<file path="config.mk">
export PLATFORM = sky130hd
export DESIGN_NAME = adc_scan_ctrl
export DESIGN_NICKNAME = d
export VERILOG_FILES = /design/src/rtl/adc_scan_pkg.sv /design/src/rtl/adc_sclk_tick.sv /design/src/rtl/adc_chan_pick.sv /design/src/rtl/adc_frame_io.sv /design/src/rtl/adc_scan_ctrl.sv
export SDC_FILE = /design/constraint.sdc
export NUM_CORES = 1
export LEC_CHECK = 0
export ABC_AREA = 1
export ABC_CLOCK_PERIOD_IN_PS = 5600
export BUFFER_PORTS_ARGS = -buffer_cell sky130_fd_sc_hd__buf_4
export CORE_ASPECT_RATIO = 1.1
export CORE_MARGIN = 1.5
export CORE_UTILIZATION = 29
export DETAILED_ROUTE_END_ITERATION = 6
export GPL_TIMING_DRIVEN = 0
export SLEW_MARGIN = 20
export SYNTH_ARGS = -nofsm -noshare
export SYNTH_HDL_FRONTEND = slang
export SYNTH_SLANG_ARGS = --single-unit
</file>
<file path="constraint.sdc">
create_clock -name clk_i -period 5.6 [get_ports clk_i]
set_input_delay 0.84 -clock clk_i [delete_from_list [all_inputs] [get_ports clk_i]]
set_output_delay 0.84 -clock clk_i [all_outputs]
set_load 0.05 [all_outputs]
</file>
<file path="src/rtl/adc_scan_pkg.sv">
package adc_scan_pkg;
  localparam int unsigned CH_W      = 3;
  localparam int unsigned CH_N      = 1 << CH_W;
  localparam int unsigned FRAME_LEN = 16;
  localparam int unsigned CTRL_LEN  = 8;
  localparam int unsigned CH_LSB    = 3;   // address position inside the command byte
  localparam int unsigned RES_W     = 10;
  localparam int unsigned RES_LSB   = 2;   // two trailing pad slots

  typedef enum logic [2:0] {
    ST_IDLE,
    ST_LEAD,
    ST_LOW,
    ST_HIGH,
    ST_HOLD,
    ST_GAP
  } scan_st_e;

  function automatic logic [FRAME_LEN-1:0] ctrl_word(input logic [CH_W-1:0] ch);
    logic [FRAME_LEN-1:0] w;
    w = '0;
    w[FRAME_LEN-CTRL_LEN+CH_LSB +: CH_W] = ch;
    return w;
  endfunction
endpackage

</file>
<file path="src/rtl/adc_sclk_tick.sv">
module adc_sclk_tick #(
  parameter int unsigned DIV_HALF = 50
) (
  input  logic clk_i,
  input  logic rst_ni,
  output logic tick_o
);
  localparam int unsigned CW = $clog2(DIV_HALF + 1);

  logic [CW-1:0] cnt_q;

  assign tick_o = (cnt_q == CW'(DIV_HALF - 1));

  always_ff @(posedge clk_i or negedge rst_ni) begin
    if (!rst_ni)     cnt_q <= '0;
    else if (tick_o) cnt_q <= '0;
    else             cnt_q <= cnt_q + CW'(1);
  end
endmodule

</file>
<file path="src/rtl/adc_chan_pick.sv">
module adc_chan_pick #(
  parameter int unsigned W = 3,
  parameter int unsigned N = 1 << W
) (
  input  logic [N-1:0] mask_i,
  input  logic [W-1:0] last_i,
  output logic [W-1:0] next_o,
  output logic         any_o
);
  logic [W-1:0] idx;
  logic         found;

  assign any_o = |mask_i;

  // round robin: first enabled channel strictly after last_i, wrapping
  always_comb begin
    next_o = last_i;
    found  = 1'b0;
    idx    = '0;
    for (int k = 1; k <= int'(N); k++) begin
      idx = last_i + W'(k);
      if (!found && mask_i[idx]) begin
        next_o = idx;
        found  = 1'b1;
      end
    end
  end
endmodule

</file>
<file path="src/rtl/adc_frame_io.sv">
module adc_frame_io
  import adc_scan_pkg::*;
(
  input  logic                 clk_i,
  input  logic                 rst_ni,
  input  logic                 ld_i,
  input  logic [FRAME_LEN-1:0] ld_word_i,
  input  logic                 shift_i,
  input  logic                 cap_i,
  input  logic                 dout_i,
  output logic                 tx_msb_o,
  output logic [RES_W-1:0]     res_o,
  output logic                 pad_err_o
);
  localparam logic [FRAME_LEN-1:0] RES_MASK = FRAME_LEN'(((1 << RES_W) - 1) << RES_LSB);
  localparam logic [FRAME_LEN-1:0] PAD_MASK = ~RES_MASK;

  logic [FRAME_LEN-1:0] tx_q, rx_q;

  always_ff @(posedge clk_i or negedge rst_ni) begin
    if (!rst_ni) begin
      tx_q <= '0;
      rx_q <= '0;
    end else begin
      if (ld_i)         tx_q <= shift_i ? {ld_word_i[FRAME_LEN-2:0], 1'b0} : ld_word_i;
      else if (shift_i) tx_q <= {tx_q[FRAME_LEN-2:0], 1'b0};
      if (cap_i)        rx_q <= {rx_q[FRAME_LEN-2:0], dout_i};
    end
  end

  assign tx_msb_o  = tx_q[FRAME_LEN-1];
  assign res_o     = rx_q[RES_LSB +: RES_W];
  assign pad_err_o = |(rx_q & PAD_MASK);
endmodule

</file>
<file path="src/rtl/adc_scan_ctrl.sv">
module adc_scan_ctrl
  import adc_scan_pkg::*;
#(
  parameter int unsigned DIV_HALF = 50
) (
  input  logic             clk_i,
  input  logic             rst_ni,
  input  logic             scan_en_i,
  input  logic             cont_mode_i,
  input  logic [CH_N-1:0]  chan_en_i,
  output logic             ser_clk_o,
  output logic             ser_cs_no,
  output logic             ser_din_o,
  input  logic             ser_dout_i,
  output logic             res_valid_o,
  input  logic             res_ready_i,
  output logic [RES_W-1:0] res_data_o,
  output logic [CH_W-1:0]  res_chan_o,
  output logic             res_pad_err_o
);
  localparam int unsigned        BIT_W    = $clog2(FRAME_LEN);
  localparam logic [BIT_W-1:0]   LAST_BIT = BIT_W'(FRAME_LEN - 1);

  scan_st_e             st_q;
  logic                 sclk_q, cs_n_q, din_q, gap_q;
  logic [BIT_W-1:0]     bit_q;
  logic [CH_W-1:0]      last_q, sent_q, pend_q, hold_ch_q;
  logic                 pend_keep_q;
  logic                 val_q, pad_q;
  logic [RES_W-1:0]     data_q;
  logic [CH_W-1:0]      chan_q;

  logic                 tick, pick_any, tx_msb, rx_pad;
  logic [CH_W-1:0]      pick_ch;
  logic [RES_W-1:0]     rx_res;
  logic [FRAME_LEN-1:0] word;
  logic                 start_idle, frame_end, stall, restart;
  logic                 tx_ld, tx_shift, rx_cap, out_direct, out_hold;

  adc_sclk_tick #(.DIV_HALF(DIV_HALF)) u_tick (
    .clk_i  (clk_i),
    .rst_ni (rst_ni),
    .tick_o (tick)
  );

  adc_chan_pick #(.W(CH_W), .N(CH_N)) u_pick (
    .mask_i (chan_en_i),
    .last_i (last_q),
    .next_o (pick_ch),
    .any_o  (pick_any)
  );

  assign word = ctrl_word(pick_ch);

  adc_frame_io u_io (
    .clk_i     (clk_i),
    .rst_ni    (rst_ni),
    .ld_i      (tx_ld),
    .ld_word_i (word),
    .shift_i   (tx_shift),
    .cap_i     (rx_cap),
    .dout_i    (ser_dout_i),
    .tx_msb_o  (tx_msb),
    .res_o     (rx_res),
    .pad_err_o (rx_pad)
  );

  always_comb begin
    start_idle = tick && (st_q == ST_IDLE) && scan_en_i && pick_any;
    frame_end  = tick && (st_q == ST_HIGH) && (bit_q == LAST_BIT);
    stall      = pend_keep_q && val_q;
    restart    = frame_end && !stall && cont_mode_i && scan_en_i && pick_any;
    tx_ld      = start_idle || restart;
    tx_shift   = (tick && (st_q == ST_LEAD))
              || (tick && (st_q == ST_HIGH) && (bit_q != LAST_BIT))
              || restart;
    rx_cap     = tick && (st_q == ST_LOW);
    out_direct = frame_end && pend_keep_q && !val_q;
    out_hold   = tick && (st_q == ST_HOLD) && !val_q;
  end

  always_ff @(posedge clk_i or negedge rst_ni) begin
    if (!rst_ni) begin
      st_q        <= ST_IDLE;
      sclk_q      <= 1'b1;
      cs_n_q      <= 1'b1;
      din_q       <= 1'b0;
      gap_q       <= 1'b0;
      bit_q       <= '0;
      last_q      <= CH_W'(CH_N - 1);
      sent_q      <= '0;
      pend_q      <= '0;   // converter answers channel 0 first
      pend_keep_q <= 1'b0; // first reply is unrequested
      hold_ch_q   <= '0;
      val_q       <= 1'b0;
      data_q      <= '0;
      chan_q      <= '0;
      pad_q       <= 1'b0;
    end else begin
      if (val_q && res_ready_i) val_q <= 1'b0;
      if (out_direct) begin
        val_q  <= 1'b1;
        data_q <= rx_res;
        chan_q <= pend_q;
        pad_q  <= rx_pad;
      end
      if (out_hold) begin
        val_q  <= 1'b1;
        data_q <= rx_res;
        chan_q <= hold_ch_q;
        pad_q  <= rx_pad;
      end
      if (tx_ld) begin
        sent_q <= pick_ch;
        last_q <= pick_ch;
      end
      if (tx_shift) din_q <= restart ? word[FRAME_LEN-1] : tx_msb;

      if (tick) begin
        unique case (st_q)
          ST_IDLE: if (start_idle) begin
            cs_n_q <= 1'b0;
            st_q   <= ST_LEAD;
          end
          ST_LEAD: begin
            sclk_q <= 1'b0;
            bit_q  <= '0;
            st_q   <= ST_LOW;
          end
          ST_LOW: begin
            sclk_q <= 1'b1;
            st_q   <= ST_HIGH;
          end
          ST_HIGH: begin
            if (bit_q != LAST_BIT) begin
              sclk_q <= 1'b0;
              bit_q  <= bit_q + BIT_W'(1);
              st_q   <= ST_LOW;
            end else begin
              pend_q      <= sent_q;
              pend_keep_q <= 1'b1;
              if (stall) begin
                hold_ch_q <= pend_q;
                cs_n_q    <= 1'b1;
                din_q     <= 1'b0;
                st_q      <= ST_HOLD;
              end else if (restart) begin
                sclk_q <= 1'b0;
                bit_q  <= '0;
                st_q   <= ST_LOW;
              end else begin
                cs_n_q <= 1'b1;
                din_q  <= 1'b0;
                gap_q  <= 1'b0;
                st_q   <= ST_GAP;
              end
            end
          end
          ST_HOLD: if (!val_q) begin
            gap_q <= 1'b0;
            st_q  <= ST_GAP;
          end
          ST_GAP: begin
            gap_q <= 1'b1;
            if (gap_q) st_q <= ST_IDLE;
          end
          default: st_q <= ST_IDLE;
        endcase
      end
    end
  end

  assign ser_clk_o     = sclk_q;
  assign ser_cs_no     = cs_n_q;
  assign ser_din_o     = din_q;
  assign res_valid_o   = val_q;
  assign res_data_o    = data_q;
  assign res_chan_o    = chan_q;
  assign res_pad_err_o = pad_q;
endmodule

</file>
==> results of run 1 <==
final timing paths:
check,from,end,cells past startpoint
worst max-delay path,last_q[0],u_io.tx_q[14],20
worst max register to register,last_q[0],u_io.tx_q[14],20
min in group asynchronous,rst_ni,res_data_o[1],1
worst min register to register,ser_clk_o,ser_clk_o,2
max in group asynchronous,rst_ni,pend_q[1],1
worst min-delay path,ser_clk_o,ser_clk_o,2
power by group through the flow:
| stage | registers (mW) | logic, mW | clock network, mW |
|---|---|---|---|
| 6_report | 0.478 | 0.0479 | 0.685 |
| 5_1_grt | 0.477 | 0.0544 | 0.720 |
| 4_1_cts | 0.478 | 0.0488 | 0.695 |
| 3_5_place_dp | 0.486 | 0.0487 | 0 |
| 3_3_place_gp | 0.486 | 0.0480 | 0 |
| 2_1_floorplan | 0.486 | 0.0252 | 0 |
worst register-to-register path: stages, from the launching register on:
cell	delay [ns]
dfstp_2	0.54
buf_6	0.14
inv_4	0.05
buf_6	0.14
ha_1	0.41
inv_2	0.18
nand3_1	0.14
nand3_2	0.11
nand2_1	0.10
inv_2	0.13
nand4_4	0.12
nor2_2	0.16
nor2_1	0.06
nand2_1	0.06
nand2_1	0.05
nand2_1	0.08
nand2_1	0.05
nand2_1	0.10
nand2_1	0.06
nand2_1	0.05
nand2_1	0.05
cell type report:
| type | count | share of cell area (%) |
|---|---|---|
| inverter | 66 | 5.66 |
| clock inverter | 7 | 3.18 |
| tap | 154 | 4.34 |
| clock buffer | 9 | 5.07 |
| multi-input combinational | 317 | 37.6 |
| sequential | 66 | 37.3 |
| timing repair buffer | 31 | 5.24 |
| buffer | 11 | 1.60 |
metrics by stage:
stage	power (mW)	utilization, %	area [µm²]	worst slack [ns]
4_1_cts	1.22	36.6	4440	2.72
3_3_place_gp	0.534	33.6	4080	2.76
5_1_grt	1.25	36.6	4440	2.49
2_1_floorplan	0.511	-	3650	3.06
3_5_place_dp	0.535	33.6	4080	2.74
6_report	1.21	36.6	4440	2.71
registers in the layout, summed over array words and instances, names as in the netlist, 3 cells and up:
signal,flops
u_io.rx_q,16
res_data_o,10
u_tick.cnt_q,6
u_io.tx_q,5
bit_q,4
hold_ch_q,3
last_q,3
pend_q,3
res_chan_o,3
sent_q,3
st_q,3
synth_stat cells (all sizes together):
library cell	n	share of area [%]
and3	1	0.17
nor3	9	1.5
a211oi	1	0.21
o211ai	1	0.21
nor4	2	0.51
mux2	1	0.31
nand3b	1	0.55
buf	8	1.6
nand2	105	12
xor2	4	0.96
o22ai	4	0.69
a21oi	22	3.0
inv	65	6.7
or2	2	0.34
a22oi	1	0.21
dfrtp	61	42
ha	5	1.7
o21a	1	0.21
a31oi	2	0.51
xnor2	2	0.48
nor2	53	6.1
dfstp	5	3.6
clkbuf	3	0.31
nand3	54	8.9
clkinv	1	0.14
a21boi	1	0.21
o21ai	34	4.7
nand4	11	2.7
logic make-up (layout without fill, tap and decap cells):
logic type	after synthesis	in the layout	share of synthesized area, %
buffers and inverters	77	124	8.84
muxes	1	1	0.308
xor gates and xnor gates	6	6	1.44
and+or+nand+nor	238	238	32.4
adders and majority gates	5	5	1.71
DFF	66	66	45.4
AOI/OAI and AO/OA	67	67	9.90
layer usage:
layer | GRT usage, % | wire length, µm | vias up
met5 | 0 | 0 | -
met4 | 5.03 | 89 | 0
met3 | 2.37 | 330 | 9
met2 | 21.9 | 3960 | 69
met1 | 16.2 | 3690 | 1458
li1 | - | - | 1583
==> impl_metrics.xml, run 1 <==
<?xml version="1.0" encoding="UTF-8"?>
<metrics>
  <group name="clocking">
    <metric name="cts_buffers" unit="">9</metric>
    <metric name="cts_tree" unit="">built</metric>
    <metric name="post_cts_hold_buffer_count" unit="">0</metric>
    <metric name="post_cts.repair.setup_buffers" unit="">0</metric>
    <metric name="clk_root_buf" unit="">clkbuf_16</metric>
    <metric name="maximum_buffer_depth_of_the_clock_tree" unit="">2</metric>
    <metric name="clk_latency" unit="ns">0.33</metric>
    <metric name="clk_pin_slew" unit="ns">0.06</metric>
    <metric name="postCtsResizedCells" unit="">0</metric>
    <metric name="clock_sink_count" unit="">66</metric>
    <metric name="ctsHtreeMaxLevel" unit="">3</metric>
  </group>
  <group name="timing">
    <metric name="tns" unit="ns">0</metric>
    <metric name="fmaxAchievable" unit="MHz">346</metric>
    <metric name="fin_worst_hold_slack" unit="ns">0.475</metric>
    <metric name="worst_slew_margin_rel" unit="%">45.2</metric>
    <metric name="finalCriticalPeriod" unit="ns">2.89</metric>
    <metric name="fin_crit_sh" unit="%">51.6</metric>
    <metric name="rsz0062_at_grt" unit="">false</metric>
    <metric name="finalClockSkew" unit="ns">0.00380</metric>
    <metric name="finalSetupViolCount" unit="">0</metric>
    <metric name="timing_worst_slew_pin_value" unit="ns">0.822</metric>
    <metric name="finalHoldViolCount" unit="">0</metric>
    <metric name="timing_max_transition_violations_final" unit="">0</metric>
  </group>
  <group name="power">
    <metric name="internal_power" unit="mW">0.973</metric>
    <metric name="power.switching_fraction" unit="%">19.7</metric>
    <metric name="power.combinational.fraction" unit="%">4.0</metric>
    <metric name="proportion_of_power_drawn_by_flip_flops_and_latches" unit="%">39.4</metric>
    <metric name="power.net_switching" unit="mW">0.238</metric>
    <metric name="vdd_ir_drop_max" unit="µV">176</metric>
    <metric name="power_per_cell_area" unit="nW/µm²">273</metric>
    <metric name="leakage" unit="nW">2.26</metric>
    <metric name="clockPowerShare" unit="%">56.6</metric>
  </group>
  <group name="setup_path">
    <metric name="critPathLaunchType" unit="">flip-flop</metric>
    <metric name="worstSetupPathType" unit="">reg2reg</metric>
    <metric name="required" unit="ns">5.82</metric>
    <metric name="cpLargestDelayFamily" unit="">simple AND/OR/NAND/NOR gates</metric>
    <metric name="crit_fanout" unit="">10</metric>
    <metric name="ff2ff_setup_slack" unit="ns">2.71</metric>
    <metric name="critical_path_most_common_cell" unit="">nand2_1</metric>
    <metric name="crit_path_top_delay_cell" unit="">dfstp_2</metric>
    <metric name="crit_path_buffers_inverters" unit="">5</metric>
    <metric name="cp-end-kind" unit="">flip-flop</metric>
    <metric name="critical_path.cell_chain" unit="">buf_6, inv_4, buf_6, ha_1, inv_2, nand3_1, nand3_2, nand2_1, inv_2, nand4_4, nor2_2, nor2_1, nand2_1, nand2_1, nand2_1, nand2_1, nand2_1, nand2_1, nand2_1, nand2_1</metric>
    <metric name="critical_path_arrival" unit="ns">3.11</metric>
    <metric name="critical_path.max_stage_delay" unit="ns">0.54</metric>
  </group>
  <group name="floorplanning">
    <metric name="top_level_port_count" unit="">32</metric>
    <metric name="die_w" unit="µm">110</metric>
    <metric name="fp-row-count" unit="">42</metric>
    <metric name="core_area" unit="µm²">12100</metric>
    <metric name="die_h" unit="µm">121</metric>
    <metric name="initial_utilization" unit="%">30.1</metric>
    <metric name="fp.dieArea" unit="µm²">13300</metric>
  </group>
  <group name="logic_synthesis">
    <metric name="synth_seq_cells" unit="">66</metric>
    <metric name="synth_cell_type_count" unit="">42</metric>
    <metric name="avgSynthCellArea" unit="µm²">7.94</metric>
    <metric name="post_synthesis_cell_count" unit="">460</metric>
    <metric name="yosysWarnings" unit="">0</metric>
    <metric name="synth_area" unit="µm²">3650</metric>
    <metric name="yosysSeqAreaShare" unit="%">45.4</metric>
    <metric name="mappedNetlistNets" unit="">479</metric>
  </group>
  <group name="global_route">
    <metric name="antenna_found_initial" unit="">0</metric>
    <metric name="grt_remaining_overflow" unit="">0</metric>
    <metric name="via_count_of_the_first_global_routing_pass" unit="">3040</metric>
    <metric name="grt_usage" unit="%">13.0</metric>
    <metric name="largest_net_degree_at_the_start_of_global_routing" unit="">67</metric>
    <metric name="grt_pass1_wl" unit="mm">13.7</metric>
  </group>
  <group name="drt">
    <metric name="drc_errors" unit="">0</metric>
    <metric name="drt-pass1-iter-count" unit="">4</metric>
    <metric name="antenna_left" unit="">0</metric>
    <metric name="wl_per_cell" unit="µm">12.2</metric>
    <metric name="route.vias.total" unit="">3119</metric>
    <metric name="wirelength" unit="mm">8.07</metric>
    <metric name="detail_route.iter0.violations" unit="">216</metric>
    <metric name="viasPerCell" unit="">4.72</metric>
  </group>
  <group name="outcome">
    <metric name="outcome" unit="">finished, final reports clean</metric>
  </group>
  <group name="final_layout">
    <metric name="most-common-layout-cells" unit="">nand2_1 (97), dfrtp_1 (61), inv_1 (57)</metric>
    <metric name="drive_gt1_share" unit="%">20.1</metric>
    <metric name="fill_cells" unit="">1222</metric>
    <metric name="diodes" unit="">0</metric>
    <metric name="register_area" unit="µm²">1660</metric>
    <metric name="layout_commonest_cell" unit="">nand2_1</metric>
    <metric name="nNetsFinal" unit="">521</metric>
    <metric name="layoutNonFillerInstCount" unit="">661</metric>
    <metric name="multi_input_comb_area" unit="µm²">1670</metric>
    <metric name="area_delta_synth_final" unit="%">21.7</metric>
  </group>
  <group name="place">
    <metric name="routabilityCongestion" unit="">0.845</metric>
    <metric name="placement.io_buffers" unit="">31</metric>
    <metric name="detailed_placer_s_ending_hpwl" unit="mm">5.94</metric>
    <metric name="placed_cells" unit="">645</metric>
  </group>
  <group name="hold_path">
    <metric name="holdCritPathClass" unit="">reg2reg</metric>
  </group>
  <group name="job">
    <metric name="drv_cap" unit="">0</metric>
  </group>
</metrics>
No activity file was read; power rests on OpenSTA's default activity.
==> run 2: changes to the inputs <==
ABC_CLOCK_PERIOD_IN_PS = 2500   (was 5600)
clock period = 2.5 ns   (was 5.6 ns; I/O delays follow)
==> impl_metrics.xml, run 2 (synthesis gave the netlist of run 1 again) <==
<?xml version="1.0" encoding="UTF-8"?>
<metrics>
  <group name="outcome">
    <metric name="outcome" unit="">finished with violations</metric>
    <metric name="violated_checks" unit="">setup timing</metric>
  </group>
  <group name="clocking">
    <metric name="maximum_buffer_depth_of_the_clock_tree" unit="">2</metric>
    <metric name="cts_tree" unit="">built</metric>
    <metric name="clk_root_buf" unit="">clkbuf_16</metric>
    <metric name="cts_buffers" unit="">9</metric>
    <metric name="clk_latency" unit="ns">0.33</metric>
    <metric name="clock_sink_count" unit="">66</metric>
    <metric name="clk_pin_slew" unit="ns">0.05</metric>
    <metric name="ctsHtreeMaxLevel" unit="">3</metric>
  </group>
  <group name="setup_path">
    <metric name="cpLargestDelayFamily" unit="">simple AND/OR/NAND/NOR gates</metric>
    <metric name="crit_fanout" unit="">6</metric>
    <metric name="worstSetupPathType" unit="">reg2reg</metric>
    <metric name="cp-end-kind" unit="">flip-flop</metric>
    <metric name="critical_path_arrival" unit="ns">2.79</metric>
    <metric name="regToRegEndpoint" unit="">u_io.tx_q[14]</metric>
    <metric name="critPathLaunchType" unit="">flip-flop</metric>
    <metric name="required" unit="ns">2.76</metric>
    <metric name="worst_r2r_startpoint" unit="">last_q[0]</metric>
    <metric name="critical_path.cell_chain" unit="">buf_6, clkinv_8, ha_4, inv_6, nand3_4, nand3_4, nand2_4, nor2_8, nand4_4, nand3b_4, inv_4, nand2_2, nand2_2, nand2_4, nand2_1, nand2_1, nand2_1</metric>
    <metric name="critical_path.max_stage_delay" unit="ns">0.54</metric>
    <metric name="crit_path_top_delay_cell" unit="">dfstp_2</metric>
    <metric name="ff2ff_setup_slack" unit="ns">-0.02</metric>
    <metric name="crit_path_buffers_inverters" unit="">4</metric>
    <metric name="timing.reg2reg.worst_path_depth" unit="">17</metric>
    <metric name="critical_path_most_common_cell" unit="">nand2_1</metric>
  </group>
  <group name="floorplanning">
    <metric name="fp.dieArea" unit="µm²">13300</metric>
    <metric name="fp-row-count" unit="">42</metric>
    <metric name="core_area" unit="µm²">12100</metric>
    <metric name="initial_utilization" unit="%">30.1</metric>
    <metric name="die_h" unit="µm">121</metric>
    <metric name="die_w" unit="µm">110</metric>
    <metric name="top_level_port_count" unit="">32</metric>
  </group>
  <group name="drt">
    <metric name="drt-pass1-iter-count" unit="">4</metric>
    <metric name="detail_route.iter0.violations" unit="">268</metric>
    <metric name="antenna_left" unit="">0</metric>
    <metric name="wl_per_cell" unit="µm">12.9</metric>
    <metric name="viasPerCell" unit="">4.81</metric>
    <metric name="wirelength" unit="mm">8.66</metric>
    <metric name="route.vias.total" unit="">3235</metric>
    <metric name="drc_errors" unit="">0</metric>
  </group>
  <group name="power">
    <metric name="vdd_ir_drop_max" unit="µV">381</metric>
    <metric name="leakage" unit="nW">2.34</metric>
    <metric name="power_per_cell_area" unit="nW/µm²">542</metric>
  </group>
  <group name="place">
    <metric name="routabilityCongestion" unit="">0.858</metric>
    <metric name="placed_cells" unit="">645</metric>
    <metric name="detailed_placer_s_ending_hpwl" unit="mm">5.85</metric>
    <metric name="detailed_place.area" unit="µm²">4080</metric>
    <metric name="preCtsSetupSlack" unit="ns">-0.298</metric>
    <metric name="placement.io_buffers" unit="">31</metric>
  </group>
  <group name="timing">
    <metric name="fmaxAchievable" unit="MHz">396</metric>
    <metric name="layout_setup_ws" unit="ns">-0.0222</metric>
    <metric name="timing_worst_slew_pin_value" unit="ns">0.828</metric>
    <metric name="finalCriticalPeriod" unit="ns">2.52</metric>
    <metric name="finalClockSkew" unit="ns">0.00397</metric>
    <metric name="finalHoldViolCount" unit="">0</metric>
    <metric name="tns" unit="ns">-0.0339</metric>
    <metric name="worst_slew_margin_rel" unit="%">44.8</metric>
    <metric name="rsz0062_at_grt" unit="">true</metric>
    <metric name="timing_max_transition_violations_final" unit="">0</metric>
    <metric name="fin_crit_sh" unit="%">101</metric>
    <metric name="finalSetupViolCount" unit="">3</metric>
  </group>
  <group name="final_layout">
    <metric name="layoutNonFillerInstCount" unit="">673</metric>
    <metric name="diodes" unit="">0</metric>
    <metric name="drive_gt1_share" unit="%">25.6</metric>
    <metric name="area_delta_synth_final" unit="%">28.1</metric>
    <metric name="most-common-layout-cells" unit="">nand2_1 (88), dfrtp_1 (61), inv_1 (57)</metric>
    <metric name="largest_register" unit="">u_io.rx_q</metric>
    <metric name="postLayoutCellArea" unit="µm²">4680</metric>
    <metric name="nNetsFinal" unit="">533</metric>
    <metric name="largest_register_ff_count" unit="">16</metric>
    <metric name="fill_cells" unit="">1181</metric>
    <metric name="layout_commonest_cell" unit="">nand2_1</metric>
  </group>
  <group name="job">
    <metric name="drv_cap" unit="">0</metric>
  </group>
  <group name="hold_path">
    <metric name="holdCritPathClass" unit="">in2async</metric>
  </group>
  <group name="global_route">
    <metric name="largest_net_degree_at_the_start_of_global_routing" unit="">67</metric>
    <metric name="grt_pass1_wl" unit="mm">13.9</metric>
    <metric name="grt_remaining_overflow" unit="">0</metric>
    <metric name="grt_usage" unit="%">13.2</metric>
    <metric name="via_count_of_the_first_global_routing_pass" unit="">3022</metric>
    <metric name="antenna_found_initial" unit="">0</metric>
  </group>
</metrics>
[run 2: cell types whose count changed in the layout (fill, tap and decap cells not counted), moves of 2 or more]
cell,before,now
buf_4,34,44
bufinv_16,4,2
inv_2,7,3
inv_4,1,4
nand2_1,97,88
nand2_2,6,13
nand2_4,2,4
nand3_1,43,36
nand3_4,0,6
[run 2: final cells by class]
cell class	instances	area (µm²)	share of cell area [%]
Clock buffer	11	243	5.19
Clock inverter	5	77.6	1.66
Timing Repair Buffer	44	347	7.41
Multi-Input combinational cell	317	1820	38.9
Buffer	10	67.6	1.44
Tap cell	154	193	4.12
Inverter	66	275	5.88
Sequential cell	66	1660	35.4
[run 2: stage by stage]
step	util, %	hold slack (ns)	total power [mW]
after global placement	33.6	0.465	1.20
after global routing	38.5	0.220	2.63
final	38.5	0.150	2.54
after CTS	36.8	0.189	2.55
after floorplan	-	0.0794	1.15
after detailed placement	33.6	0.473	1.20
[run 2: where the power goes]
part | internal [mW] | switching, mW | total, mW
clock | 0.896 | 0.446 | 1.34
combinational | 0.0411 | 0.0835 | 0.125
sequential | 1.07 | 0.000224 | 1.07
[run 2: per-layer routing]
layer | part of all wire [%] | track usage [%]
met5 | 0 | 0
met4 | 1.9 | 6.09
met3 | 3.6 | 2.59
met2 | 51 | 21.5
met1 | 44 | 16.6
[run 2: timing repair]
item | CTS | global route
resized for setup | 15 | 28
hold buffers | 0 | 0
setup buffers | 3 | 10
endpoints found under the setup margin | 10 | 31
pin swaps | 7 | 12
[run 2: worst max path at each step]
stage	start	cells after the start	to
3_3_place_gp	last_q[0]	20	u_io.tx_q[14]
5_1_grt	last_q[1]	18	u_io.tx_q[12]
2_1_floorplan	last_q[0]	20	u_io.tx_q[14]
4_1_cts	last_q[1]	19	u_io.tx_q[14]
3_5_place_dp	last_q[0]	20	u_io.tx_q[14]
6_report	last_q[0]	17	u_io.tx_q[14]
==> run 3: changes to the inputs <==
PLACE_DENSITY = 0.44   (was default)
SYNTH_HIERARCHICAL = 1   (was default)
==> impl_metrics.xml, run 3 <==
<?xml version="1.0" encoding="UTF-8"?>
<metrics>
  <group name="timing">
    <metric name="rsz0062_at_grt" unit="">true</metric>
    <metric name="fmaxAchievable" unit="MHz">400</metric>
    <metric name="finalCriticalPeriod" unit="ns">2.50</metric>
    <metric name="finalHoldViolCount" unit="">0</metric>
    <metric name="finalSetupViolCount" unit="">1</metric>
    <metric name="tns" unit="ns">-0.00183</metric>
    <metric name="timing_max_transition_violations_final" unit="">0</metric>
    <metric name="fin_worst_hold_slack" unit="ns">0.0673</metric>
    <metric name="timing_worst_slew_pin_value" unit="ns">0.724</metric>
    <metric name="worst_slew_margin_rel" unit="%">51.7</metric>
    <metric name="fin_crit_sh" unit="%">100</metric>
    <metric name="finalClockSkew" unit="ns">0.00728</metric>
    <metric name="layout_setup_ws" unit="ns">-0.00183</metric>
  </group>
  <group name="place">
    <metric name="detailed_placer_s_ending_hpwl" unit="mm">7.41</metric>
    <metric name="placed_cells" unit="">848</metric>
    <metric name="detailed_place.area" unit="µm²">5130</metric>
    <metric name="placement.io_buffers" unit="">31</metric>
    <metric name="routabilityCongestion" unit="">0.776</metric>
    <metric name="preCtsSetupSlack" unit="ns">-0.323</metric>
  </group>
  <group name="drt">
    <metric name="drt-pass1-iter-count" unit="">5</metric>
    <metric name="route.vias.total" unit="">3979</metric>
    <metric name="detail_route.iter0.violations" unit="">254</metric>
    <metric name="antenna_left" unit="">0</metric>
    <metric name="wirelength" unit="mm">10.9</metric>
    <metric name="viasPerCell" unit="">4.50</metric>
    <metric name="wl_per_cell" unit="µm">12.3</metric>
    <metric name="drc_errors" unit="">0</metric>
  </group>
  <group name="logic_synthesis">
    <metric name="synthMostInstantiatedCell" unit="">nand2_1</metric>
    <metric name="synthesized_area_fraction_occupied_by_and_or_nand_nor_cells" unit="%">37.9</metric>
    <metric name="yosysWarnings" unit="">6</metric>
    <metric name="dominantRegCellSynth" unit="">dfrtp_1</metric>
    <metric name="synth-edff-count" unit="">0</metric>
    <metric name="synth.top_cells.by_count" unit="">nand2_1 (186), dfrtp_1 (72), nand3_1 (71), inv_1 (46), nor2_1 (44)</metric>
    <metric name="post_synthesis_cell_count" unit="">597</metric>
    <metric name="synth_top_cells_by_area" unit="">dfrtp_1 (40%), nand2_1 (15%), nand3_1 (7.8%), inv_1 (3.8%), nor2_1 (3.6%)</metric>
    <metric name="async_reset_ff_share" unit="%">100</metric>
    <metric name="yosysSeqAreaShare" unit="%">42.5</metric>
    <metric name="synth_seq_cells" unit="">77</metric>
    <metric name="avgSynthCellArea" unit="µm²">7.62</metric>
    <metric name="post-synth-top-area-fraction" unit="%">39.6</metric>
    <metric name="synth-compound-area-share" unit="%">6.85</metric>
    <metric name="synth_cell_type_count" unit="">42</metric>
    <metric name="post_synth_fa_ha_maj_area_fraction" unit="%">1.38</metric>
    <metric name="synth_mux_area_share" unit="%">0</metric>
    <metric name="synth_xor_xnor_area_share" unit="%">1.32</metric>
    <metric name="synth_area" unit="µm²">4550</metric>
    <metric name="netlist.top_cell.by_area" unit="">dfrtp_1</metric>
    <metric name="synth_top_family_by_area" unit="">simple AND/OR/NAND/NOR gates</metric>
  </group>
  <group name="clocking">
    <metric name="cts_buffers" unit="">9</metric>
    <metric name="maximum_buffer_depth_of_the_clock_tree" unit="">2</metric>
    <metric name="clk_pin_slew" unit="ns">0.06</metric>
    <metric name="clk_latency" unit="ns">0.34</metric>
    <metric name="ctsHtreeMaxLevel" unit="">3</metric>
    <metric name="clk_root_buf" unit="">clkbuf_16</metric>
    <metric name="clock_sink_count" unit="">77</metric>
    <metric name="post_cts_hold_buffer_count" unit="">0</metric>
    <metric name="cts_tree" unit="">built</metric>
  </group>
  <group name="final_layout">
    <metric name="final_core_util" unit="%">38.1</metric>
    <metric name="nNetsFinal" unit="">702</metric>
    <metric name="postLayoutCellArea" unit="µm²">5780</metric>
    <metric name="most-common-layout-cells" unit="">nand2_1 (176), dfrtp_1 (72), buf_4 (63)</metric>
    <metric name="drive_gt1_share" unit="%">26.7</metric>
    <metric name="diodes" unit="">0</metric>
    <metric name="layoutNonFillerInstCount" unit="">884</metric>
    <metric name="layout_commonest_cell" unit="">nand2_1</metric>
    <metric name="area_delta_synth_final" unit="%">27.0</metric>
    <metric name="fill_cells" unit="">1586</metric>
  </group>
  <group name="setup_path">
    <metric name="cp-end-kind" unit="">flip-flop</metric>
    <metric name="crit_path_top_delay_cell" unit="">dfstp_2</metric>
    <metric name="critical_path_startpoint" unit="">last_q[0]</metric>
    <metric name="crit_fanout" unit="">6</metric>
    <metric name="critPathLaunchType" unit="">flip-flop</metric>
    <metric name="critical_path_arrival" unit="ns">2.79</metric>
    <metric name="critical_path.max_stage_delay" unit="ns">0.54</metric>
    <metric name="crit_path_buffers_inverters" unit="">3</metric>
    <metric name="critical_path.cell_chain" unit="">buf_6, inv_8, ha_4, nand3_4, nand3_4, nand2_4, nor2_8, nand2_4, nor3_4, nand3_4, nand2_2, inv_2, a21oi_4, nand2_2, nand3_2, nand3_2, nand2_1</metric>
    <metric name="worst_r2r_startpoint" unit="">last_q[0]</metric>
    <metric name="critical_path_most_common_cell" unit="">nand3_4</metric>
    <metric name="cpLargestDelayFamily" unit="">simple AND/OR/NAND/NOR gates</metric>
    <metric name="required" unit="ns">2.78</metric>
    <metric name="worstSetupPathType" unit="">reg2reg</metric>
  </group>
  <group name="global_route">
    <metric name="grt_pass1_wl" unit="mm">18.2</metric>
    <metric name="grt_usage" unit="%">13.8</metric>
    <metric name="antenna_found_initial" unit="">0</metric>
    <metric name="largest_net_degree_at_the_start_of_global_routing" unit="">78</metric>
    <metric name="via_count_of_the_first_global_routing_pass" unit="">3859</metric>
    <metric name="grt_remaining_overflow" unit="">0</metric>
  </group>
  <group name="outcome">
    <metric name="outcome" unit="">finished with violations</metric>
    <metric name="violated_checks" unit="">setup timing</metric>
  </group>
  <group name="power">
    <metric name="vdd_ir_drop_max" unit="µV">230</metric>
    <metric name="leakage" unit="nW">2.91</metric>
    <metric name="design_power_total" unit="mW">2.65</metric>
    <metric name="power_per_cell_area" unit="nW/µm²">459</metric>
    <metric name="power.net_switching" unit="mW">0.666</metric>
    <metric name="power.switching_fraction" unit="%">25.1</metric>
    <metric name="internal_power" unit="mW">1.98</metric>
    <metric name="proportion_of_power_drawn_by_flip_flops_and_latches" unit="%">47.0</metric>
    <metric name="power.combinational.fraction" unit="%">5.2</metric>
    <metric name="clockPowerShare" unit="%">47.7</metric>
  </group>
  <group name="floorplanning">
    <metric name="die_h" unit="µm">134</metric>
    <metric name="core_area" unit="µm²">15200</metric>
    <metric name="fp-row-count" unit="">47</metric>
    <metric name="top_level_port_count" unit="">32</metric>
    <metric name="fp.dieArea" unit="µm²">16400</metric>
    <metric name="initial_utilization" unit="%">30.0</metric>
    <metric name="die_w" unit="µm">122</metric>
  </group>
  <group name="hold_path">
    <metric name="holdCritPathClass" unit="">in2async</metric>
  </group>
  <group name="job">
    <metric name="drv_cap" unit="">0</metric>
  </group>
</metrics>
## run 3: changes by cell type in the layout (fill, tap and decap cells not counted), sizes merged, moves of 10 or more
cell	previous run	this run
buf	51	79
nand2	105	197
nand3	54	86
or2	2	12
conb	0	25
dfrtp	61	72
## run 3: cells by family (layout without fill, tap and decap cells)
family	after synthesis	count (layout)
buffers and inverters	88	155
adder cells (fa/ha/maj)	5	5
AND/OR/NAND/NOR	362	362
flip-flops	77	77
XOR/XNOR	6	6
AO/OA/AOI/OAI	58	58
other	1	25
## run 3: per-layer routing
layer	vias up	GRT usage, %	share of wire [%]
met2	58	22.6	47
met5	-	0	0
met3	12	3.06	3.7
met4	0	4.72	1.4
li1	2047	-	-
met1	1862	18.0	47
## run 3: final timing paths
check / end / slack (ns) / cells past startpoint
min in group clk_i: res_valid_o / 0.22 / 2
min reg2reg: ser_cs_no / 0.47 / 2
max reg2reg: u_io/tx_q[13] / -0.002 / 17
min: u_io/tx_q[9] / 0.07 / 1
max in group asynchronous: hold_ch_q[2] / 1.95 / 1
max: u_io/tx_q[13] / -0.002 / 17
## run 3: power by group through the flow
stage	combinational, mW	sequential [mW]	clock, mW
2_1_floorplan	0.0587	1.27	0
4_1_cts	0.130	1.25	1.31
6_report	0.139	1.25	1.26
3_5_place_dp	0.117	1.27	0
5_1_grt	0.158	1.25	1.35
3_3_place_gp	0.116	1.27	0
## run 3: layout make-up
type	count	area, µm²	share of cell area, %
Buffer	30	234	4.05
Inverter	58	250	4.33
Sequential cell	77	1930	33.5
Multi-Input combinational cell	456	2440	42.2
Clock buffer	9	225	3.90
Tap cell	196	245	4.25
Timing Repair Buffer	51	390	6.76
Clock inverter	7	58.8	1.02
## run 3: what timing repair did
action | CTS | global route
gates resized for setup | 24 | 32
pin swaps | 26 | 29
setup buffers | 15 | 5
setup endpoints to repair | 10 | 21
cloned | 0 | 0
